**config.mk**
```make
export PLATFORM = sky130hd
export DESIGN_NAME = simd_fp_csr
export DESIGN_NICKNAME = d
export VERILOG_FILES = /design/src/rtl/simd_fp_csr_pkg.sv /design/src/rtl/sfc_wr_screen.sv /design/src/rtl/sfc_ctrl_fields.sv /design/src/rtl/sfc_exc_track.sv /design/src/rtl/simd_fp_csr.sv
export SDC_FILE = /design/constraint.sdc
export NUM_CORES = 1
export LEC_CHECK = 0
export ABC_AREA = 0
export BUFFER_PORTS_ARGS = -buffer_cell sky130_fd_sc_hd__buf_2
export CORE_MARGIN = 8
export CORE_UTILIZATION = 42
export DETAILED_ROUTE_END_ITERATION = 16
export GPL_ROUTABILITY_DRIVEN = 0
export HOLD_SLACK_MARGIN = 0.15
export PLACE_DENSITY = 0.83
export SLEW_MARGIN = 15
export SYNTH_ARGS = -nofsm -noshare
export SYNTH_HDL_FRONTEND = slang
export SYNTH_HIERARCHICAL = 1
export SYNTH_SLANG_ARGS = --single-unit
```
**constraint.sdc**
```tcl
create_clock -name clk -period 2.6 [get_ports clk]
set_input_delay 0 -clock clk [delete_from_list [all_inputs] [get_ports clk]]
set_output_delay 0 -clock clk [all_outputs]
set_load 0.05 [all_outputs]
```
**src/rtl/simd_fp_csr_pkg.sv**
```systemverilog
// Package: shared field layout, widths and rounding encodings of the
// SIMD floating-point control/status register.
package simd_fp_csr_pkg;
    localparam int NUM_EXC  = 6;
    localparam int CSR_W    = 32;
    localparam int USED_W   = 16;
    localparam int FLAG_LSB = 0;
    localparam int DAZ_BIT  = 6;
    localparam int MASK_LSB = 7;
    localparam int RC_LSB   = 13;
    localparam int RC_W     = 2;
    localparam int FZ_BIT   = 15;

    typedef enum logic [RC_W-1:0] {
        RND_NEAR = 2'b00,
        RND_DOWN = 2'b01,
        RND_UP   = 2'b10,
        RND_ZERO = 2'b11
    } rnd_mode_e;

    // reset image: masks all set, everything else clear
    localparam logic [USED_W-1:0] RESET_IMG =
        {1'b0, RND_NEAR, {NUM_EXC{1'b1}}, 1'b0, {NUM_EXC{1'b0}}};
endpackage

```
**src/rtl/sfc_wr_screen.sv**
```systemverilog
// Module: sfc_wr_screen
// Screens software writes. A write is accepted when no reserved bit is set.
// A refused write produces a one-cycle error pulse in the following cycle.
// Assumes: wr_data is stable while wr_en is high at the clock edge.
module sfc_wr_screen #(
    parameter int CSR_W  = 32,
    parameter int USED_W = 16
) (
    input  logic             clk,
    input  logic             rst_n,
    input  logic             wr_en,
    input  logic [CSR_W-1:0] wr_data,
    output logic             wr_accept,
    output logic             wr_err
);
    logic rsv_hit;
    logic err_q;

    assign rsv_hit   = |wr_data[CSR_W-1:USED_W];
    assign wr_accept = wr_en & ~rsv_hit;
    assign wr_err    = err_q;

    // registers the refusal pulse for one cycle
    always_ff @(posedge clk) begin
        if (!rst_n) err_q <= 1'b0;
        else        err_q <= wr_en & rsv_hit;
    end

    // an error pulse only ever follows a write request
    p_err_after_write_r3: assert property (@(posedge clk) disable iff (!rst_n)
        wr_err |-> $past(wr_en));
endmodule

```
**src/rtl/sfc_ctrl_fields.sv**
```systemverilog
// Module: sfc_ctrl_fields
// Holds the mask bits, rounding mode, flush-to-zero and denormals-are-zero
// fields. They load only on an accepted software write.
// Assumes: wr_accept already excludes writes with reserved bits set.
module sfc_ctrl_fields
    import simd_fp_csr_pkg::*;
#(
    parameter int N_EXC = NUM_EXC
) (
    input  logic             clk,
    input  logic             rst_n,
    input  logic             wr_accept,
    input  logic [N_EXC-1:0] wr_mask,
    input  logic [RC_W-1:0]  wr_rc,
    input  logic             wr_fz,
    input  logic             wr_daz,
    output logic [N_EXC-1:0] mask,
    output rnd_mode_e        rc,
    output logic             fz,
    output logic             daz
);
    // loads control fields on an accepted write, masks set on reset
    always_ff @(posedge clk) begin
        if (!rst_n) begin
            mask <= '1;
            rc   <= RND_NEAR;
            fz   <= 1'b0;
            daz  <= 1'b0;
        end else if (wr_accept) begin
            mask <= wr_mask;
            rc   <= rnd_mode_e'(wr_rc);
            fz   <= wr_fz;
            daz  <= wr_daz;
        end
    end

    // control fields only move on an accepted write
    p_ctrl_hold_r2: assert property (@(posedge clk) disable iff (!rst_n)
        !$past(wr_accept) |-> ($stable(mask) && $stable(rc) && $stable(fz) && $stable(daz)));
endmodule

```
**src/rtl/sfc_exc_track.sv**
```systemverilog
// Module: sfc_exc_track
// Sticky exception flags, the holding register for detections that collide
// with a software write, and the one-cycle trap request.
// Assumes: any wr_en (accepted or refused) defers detection application.
module sfc_exc_track #(
    parameter int N_EXC = 6
) (
    input  logic             clk,
    input  logic             rst_n,
    input  logic             wr_en,
    input  logic             wr_accept,
    input  logic [N_EXC-1:0] wr_flags,
    input  logic             det_valid,
    input  logic [N_EXC-1:0] det_vec,
    input  logic [N_EXC-1:0] mask,
    output logic [N_EXC-1:0] flags,
    output logic             trap_req
);
    logic [N_EXC-1:0] pend_q;
    logic [N_EXC-1:0] gated_det;
    logic [N_EXC-1:0] eff_det;
    logic             apply_en;
    logic             trap_q;

    assign gated_det = det_valid ? det_vec : '0;
    assign eff_det   = pend_q | gated_det;
    assign apply_en  = ~wr_en;
    assign trap_req  = trap_q;

    // accumulates detections while writes keep arriving
    always_ff @(posedge clk) begin
        if (!rst_n)      pend_q <= '0;
        else if (wr_en)  pend_q <= eff_det;
        else             pend_q <= '0;
    end

    // one sticky flag per exception
    for (genvar i = 0; i < N_EXC; i++) begin : g_flag
        always_ff @(posedge clk) begin
            if (!rst_n)         flags[i] <= 1'b0;
            else if (wr_accept) flags[i] <= wr_flags[i];
            else if (apply_en)  flags[i] <= flags[i] | eff_det[i];
        end
    end

    // raises the trap only for newly applied, unmasked detections
    always_ff @(posedge clk) begin
        if (!rst_n) trap_q <= 1'b0;
        else        trap_q <= apply_en & |(eff_det & ~mask);
    end

    // without a write, flags never lose a set bit
    p_sticky_r4: assert property (@(posedge clk) disable iff (!rst_n)
        !$past(wr_accept) |-> ((flags & $past(flags)) == $past(flags)));
    // a trap coincides with an unmasked flag being set
    p_trap_unmasked_r5: assert property (@(posedge clk) disable iff (!rst_n)
        trap_req |-> (|(flags & ~mask)));
    // the cycle after a write never carries a trap
    p_no_trap_after_write_r6: assert property (@(posedge clk) disable iff (!rst_n)
        $past(wr_en) |-> !trap_req);
    // a held detection lands in the flags once writes stop
    p_defer_lands_r7: assert property (@(posedge clk) disable iff (!rst_n)
        (!wr_en && |pend_q) |=> ((flags & $past(pend_q)) == $past(pend_q)));
endmodule

```
**src/rtl/simd_fp_csr.sv**
```systemverilog
// Module: simd_fp_csr
// Top of the SIMD floating-point control/status register: write screening,
// control fields and exception tracking, assembled into a 32-bit read view.
// Assumes: one detection vector per cycle at most, qualified by det_valid.
module simd_fp_csr
    import simd_fp_csr_pkg::*;
(
    input  logic                 clk,
    input  logic                 rst_n,
    input  logic                 wr_en,
    input  logic [CSR_W-1:0]     wr_data,
    output logic [CSR_W-1:0]     rd_data,
    output logic                 wr_err,
    input  logic                 det_valid,
    input  logic [NUM_EXC-1:0]   det_vec,
    output logic                 trap_req,
    output logic [RC_W-1:0]      round_mode,
    output logic                 flush_zero,
    output logic                 denorm_zero
);
    localparam int RSV_W = CSR_W - USED_W;

    logic               wr_accept;
    logic [NUM_EXC-1:0] mask;
    logic [NUM_EXC-1:0] flags;
    rnd_mode_e          rc;
    logic               fz;
    logic               daz;

    sfc_wr_screen #(.CSR_W(CSR_W), .USED_W(USED_W)) u_screen (
        .clk       (clk),
        .rst_n     (rst_n),
        .wr_en     (wr_en),
        .wr_data   (wr_data),
        .wr_accept (wr_accept),
        .wr_err    (wr_err)
    );

    sfc_ctrl_fields #(.N_EXC(NUM_EXC)) u_ctrl (
        .clk       (clk),
        .rst_n     (rst_n),
        .wr_accept (wr_accept),
        .wr_mask   (wr_data[MASK_LSB +: NUM_EXC]),
        .wr_rc     (wr_data[RC_LSB +: RC_W]),
        .wr_fz     (wr_data[FZ_BIT]),
        .wr_daz    (wr_data[DAZ_BIT]),
        .mask      (mask),
        .rc        (rc),
        .fz        (fz),
        .daz       (daz)
    );

    sfc_exc_track #(.N_EXC(NUM_EXC)) u_exc (
        .clk       (clk),
        .rst_n     (rst_n),
        .wr_en     (wr_en),
        .wr_accept (wr_accept),
        .wr_flags  (wr_data[FLAG_LSB +: NUM_EXC]),
        .det_valid (det_valid),
        .det_vec   (det_vec),
        .mask      (mask),
        .flags     (flags),
        .trap_req  (trap_req)
    );

    // read view: reserved half forced to zero
    assign rd_data     = {{RSV_W{1'b0}}, fz, rc, mask, daz, flags};
    assign round_mode  = rc;
    assign flush_zero  = fz;
    assign denorm_zero = daz;

    // the cycle after reset the register shows its reset image
    p_reset_img_r1: assert property (@(posedge clk)
        (rst_n && $past(!rst_n)) |-> (rd_data == {{RSV_W{1'b0}}, RESET_IMG}));
    // a refused write leaves the register untouched
    p_refused_hold_r3: assert property (@(posedge clk) disable iff (!rst_n)
        wr_err |-> (rd_data == $past(rd_data)));
endmodule

```
Word level (Yosys, flattened, before mapping). Cells that the tools add are included.

Bitwise operators: 14. Reductions and logical operators: 3. Multiplexer cells: 13. Eq/ne operators: 1.

Operators by type and width (count): 16-bit OR reduction (1); 1-bit 2-to-1 mux (12); 6-bit bitwise AND (1); 6-bit 2-to-1 mux (1); 6-bit inverter (1); 1-bit bitwise OR (6); 6-bit bitwise OR (1); 6-bit OR reduction (1); 1-bit bitwise AND (3); 2-bit by 1-bit != test with 1-bit output (second input constant) (1); 1-bit inverter (2); 2-bit AND reduction (1).

Register bits after elaboration: 24.

Depth between registers and ports, before layout.
Word-level depth: 5. Mapped depth: 6. Gate-level depth less buffers: 5.

Hierarchy. The synthesis kept the hierarchy.

By module, submodules not included: sfc_exc_track (cells an instance 52, area an instance 483.0 µm², sequential area each 260.2 µm², times used 1); sfc_ctrl_fields (cells an instance 32, area an instance 362.8 µm², sequential area each 200.2 µm², times used 1); simd_fp_csr (cells an instance 21, area an instance 153.9 µm², sequential area each 0.0 µm², times used 1); sfc_wr_screen (cells an instance 9, area an instance 71.3 µm², sequential area each 20.0 µm², times used 1).

Least setup slack after synthesis. No wires, ideal clock.

Kind: register -> register. From: register u_ctrl.mask[1]. To: register u_exc.trap_q (netlist: u_exc/trap_req). Data arrival time: 1.129 ns. Library setup time: 0.122 ns. Setup slack: 1.349 ns. Stages on the path, launching flop included: 3. Buffers on the path: 0. Cell sequence: dfxtp_1 -> o22ai_1 -> o311a_1.

Cells in the longest elaborated chain, start to end: 4.

RTL lines: start, declared (line sfc_ctrl_fields.sv:17) `output logic [N_EXC-1:0] mask,`; start signal, assigned (line sfc_ctrl_fields.sv:30) `mask <= wr_mask;`; 6-bit inverter (line sfc_exc_track.sv:49) `else trap_q <= apply_en & |(eff_det & ~mask);`; 6-bit bitwise AND (line sfc_exc_track.sv:49); 6-bit OR reduction (line sfc_exc_track.sv:49); 1-bit bitwise AND (line sfc_exc_track.sv:49); end signal, assigned (line sfc_exc_track.sv:49); end, declared (line sfc_exc_track.sv:23) `logic trap_q;`.

Every way passes these cells. A chain may end at the register's enable or synchronous reset.

Worst setup path after layout.
From: input wr_en. To: register u_exc.flags[0].

Cells in the longest elaborated chain, start to end: 2.

RTL lines: start, declared (line simd_fp_csr.sv:10) `input logic wr_en,`; 1-bit bitwise AND (*) (line sfc_wr_screen.sv:20) `assign wr_accept = wr_en & ~rsv_hit;`; via wr_accept (line simd_fp_csr.sv:23) `logic wr_accept;`; 2-bit by 1-bit != test with 1-bit output (no source line) or 1-bit 2-to-1 mux (tied branches); end signal, assigned by index (line sfc_exc_track.sv:41) `else if (wr_accept) flags[i] <= wr_flags[i];`; end signal, assigned by index (line sfc_exc_track.sv:42) `else if (apply_en) flags[i] <= flags[i] | eff_det[i];`; end, declared (line sfc_exc_track.sv:16) `output logic [N_EXC-1:0] flags,`.

Mark *: on every way through the listed nets, which the timed path passes. The rest lies on a longest branch.

==> results.md <==
* Gr usage total at between 10% and 20%
* Syn. warnings at 6
* Worst EP required at around 2800 ps
* Crit path cell chain: dlygate4sd3_1, buf_2, inv_1, nor2_2, buf_4, nand2b_1, o311a_1, dlygate4sd3_1
* FF-to-FF path depth at 4
* Compound-Gate Fraction of Synth Area at 11.1%
* Synth Area in Adders at 0%
* Cell Area, Placed at 0.00131 sq mm
* Antenna cells at 0
* Initial Util at 43.6%
* Synth async-reset ratio at 0%
* Largest family of logic cells by synthesized area: buffers and inverters
* #FFs+latches synth at 24
* Simple-gate share of the synthesized area at between 10% and 20%
* Max Cap Violations at 0
* Clock transition at path regs at 130 ps
* Chip width at 66.5 um
* Status: finished clean
* Hold depth at 4
* Min-Delay Path Class: primary input to flop
* Crit. path cell count at 8
* Design area at 0.00187 sq mm
* Initial antenna violation count at 0
* Tightest Pin Transition at 696 ps
* Worst-Skew Late Latency at 300 ps
* Final WL at ~3.7 mm
* Initial drt markers at 36
* Register area share after synthesis at 44.9%
* # Post-CTS Setup Buffers at 0
* Fmax at roughly 450 MHz
* First-pass GRT wire length at 5.89 mm
* Port bufs at 63
* Crit path kind: primary input to flop
* Final Skew at 0.947 ps
* I/O pin count at 80
* Crit-path slowest cell: dlygate4sd3_1
* RSZ-0062 raised after global routing: false
* Power Dens Cells at 414 mW/mm^2
* DIE AREA at 0.00442 sq mm
* Fin. Hold Viols at 0
* Hpwl dp at approximately 2.4 mm
* Remaining antenna violation count at 0
* P_leak at 0.901 nW
* Vias in the first global route at 1277
* Setup TNS at 0 ps
* Row count at 18
* Kind of start point of the critical path: primary input
* GR Overflow Total at 0
* Most frequent cell after synthesis: dfxtp_1
* Top FF cell, synth: dfxtp_1
* Syn_area_per_cell at 9.39 sq um
* Drt wl/cell at between 10 and 15 um
* Min Tclk post-route at 2230 ps
* Fin util at 76.1%
* Post-synth top cells: dfxtp_1 (24), buf_4 (20), nor2_1 (13)
* CP Capture Type: flop
* CP delay by family, top: buffers and inverters
* Layout Nets at 267
* Cell taking the most area after synthesis: dfxtp_1
* Drt pass-1 iters at 4
* Final setup fails at 0
* Core footprint at 0.00245 sq mm
* Power consumption at 774 uW
* CTS max path bufs at 2
* Routed vias at 1199
* Share of cells above drive strength 1 at between 30% and 40%
* Buf+Inv Stages, Crit Path at 5
* Slowest cell delay on critical path at just under 600 ps
* Worst-path fanout max at 12
* H-tree depth at 1
* Number of standard cells after synthesis at 114
* Period utilization at 85.6%
* Critical path arrival at 2420 ps
* Top-area cell type share of the netlist area at between 40% and 50%
* CTS tree: yes
* Residual DRC at 0
* Maximum VDD drop at around 0.31 mV
* Number of enable flip-flop cells after synthesis at 0
* TritonCTS Sinks at 24
* Root Buffer Master: clkbuf_4
* Distinct cells, synth at 20
* Max transition margin at 53.5%
* Vias per Instance at around 4.7
* Top cells by area, synth: dfxtp_1 (45%), buf_4 (14%), mux2i_1 (9.3%), o311a_1 (6.5%), nor2_1 (4.6%)
* Die height at 66.5 um
* Largest net degree at the start of global routing at 20
* Max-slew violations at 0
* Synthesized cell area at 0.00107 sq mm
* Syn-to-layout area delta at 74.4%
* Num CTS Buffers at 3
* Multiplexer share of the synthesized area at 9.35%
* Post-Synth XOR/XNOR Area at 0%
* Most used cell along the critical path: dlygate4sd3_1
-- cells by family (layout without fill, tap and decap cells) --
logic type / after synthesis / count (layout)
simple gates: 36 / 36
mux: 10 / 10
other cells: 1 / 16
flops: 24 / 24
buf+inv: 27 / 122
compound gates: 16 / 16
-- power by group --
group / switching (mW) / internal, mW / total, mW
Clock: 0.108 / 0.0853 / 0.193
Combinational: 0.117 / 0.0810 / 0.198
Sequential: 0.00463 / 0.378 / 0.383
Total: 0.230 / 0.544 / 0.774
-- final timing paths --
kind | slack, ps | start | endpoint
worst max-delay path | 370 | wr_en | u_exc/flags[0]$_SDFFE_PN0P_
worst min-delay path | 250 | det_valid | u_exc/flags[5]$_SDFFE_PN0P_
worst max register to register | 690 | u_exc/pend_q[5]$_SDFF_PN0_ | u_exc/pend_q[5]$_SDFF_PN0_
worst min register to register | 550 | u_exc/flags[5]$_SDFFE_PN0P_ | u_exc/flags[5]$_SDFFE_PN0P_
-- state kept, by name, indices dropped and copies added, names as in the netlist --
signal / cells
u_ctrl/daz: 1
u_ctrl/rc: 2
u_ctrl/mask: 6
u_exc/flags: 6
u_screen/wr_err: 1
u_ctrl/fz: 1
u_exc/pend_q: 6
u_exc/trap_req: 1
-- worst min-delay path, stage by stage --
cell and delay [ps]:
buf_2 140, a21oi_1 130, nor2_1 100, o311a_1 150
-- cell usage in the layout (no fill, tap or decap) --
cell type,count
nor4_1,3
clkbuf_4,3
nand2_1,7
o22ai_1,3
buf_4,1
nor2b_1,4
dfxtp_1,24
dlygate4sd3_1,52
a21oi_1,6
nor2_2,1
nand2b_1,6
nor2_1,12
buf_2,63
clkbuf_8,1
nor4_2,1
mux2i_1,10
nand4_1,1
o311a_1,7
conb_1,16
inv_1,2
and3_1,1
-- layer usage --
metal | up-vias | GRT usage (%) | routed length (um)
met4 | 0 | 2.13 | 55
met5 | - | 0 | 0
li1 | 573 | - | -
met1 | 559 | 17.9 | 1360
met3 | 8 | 5.37 | 355
met2 | 59 | 30.9 | 1900
-- what timing repair did --
action                                  CTS  global route
gates resized for setup                   0             0
hold endpoints to repair                 24             0
hold buffers                             52             0
endpoints found under the setup margin    0             0
-- layout make-up --
class                      count  area (sq um)
inverter                       2          7.51
sequential                    24           480
clock buffer                   4          36.3
fill                         185           587
tap                           30          37.5
multi-input combinational     78           463
timing repair buffer         116           843
-- stage by stage --
| step | setup slack [ps] | std cells | hold WS (ps) |
|---|---|---|---|
| 6_report | 374 | 254 | 248 |
| 2_1_floorplan | 1350 | 129 | 128 |
| 5_1_grt | 250 | 254 | 240 |
| 3_3_place_gp | 946 | 198 | 218 |
| 3_5_place_dp | 854 | 198 | 224 |
| 4_1_cts | 416 | 254 | 209 |
Power figures use the tool's default switching activity.
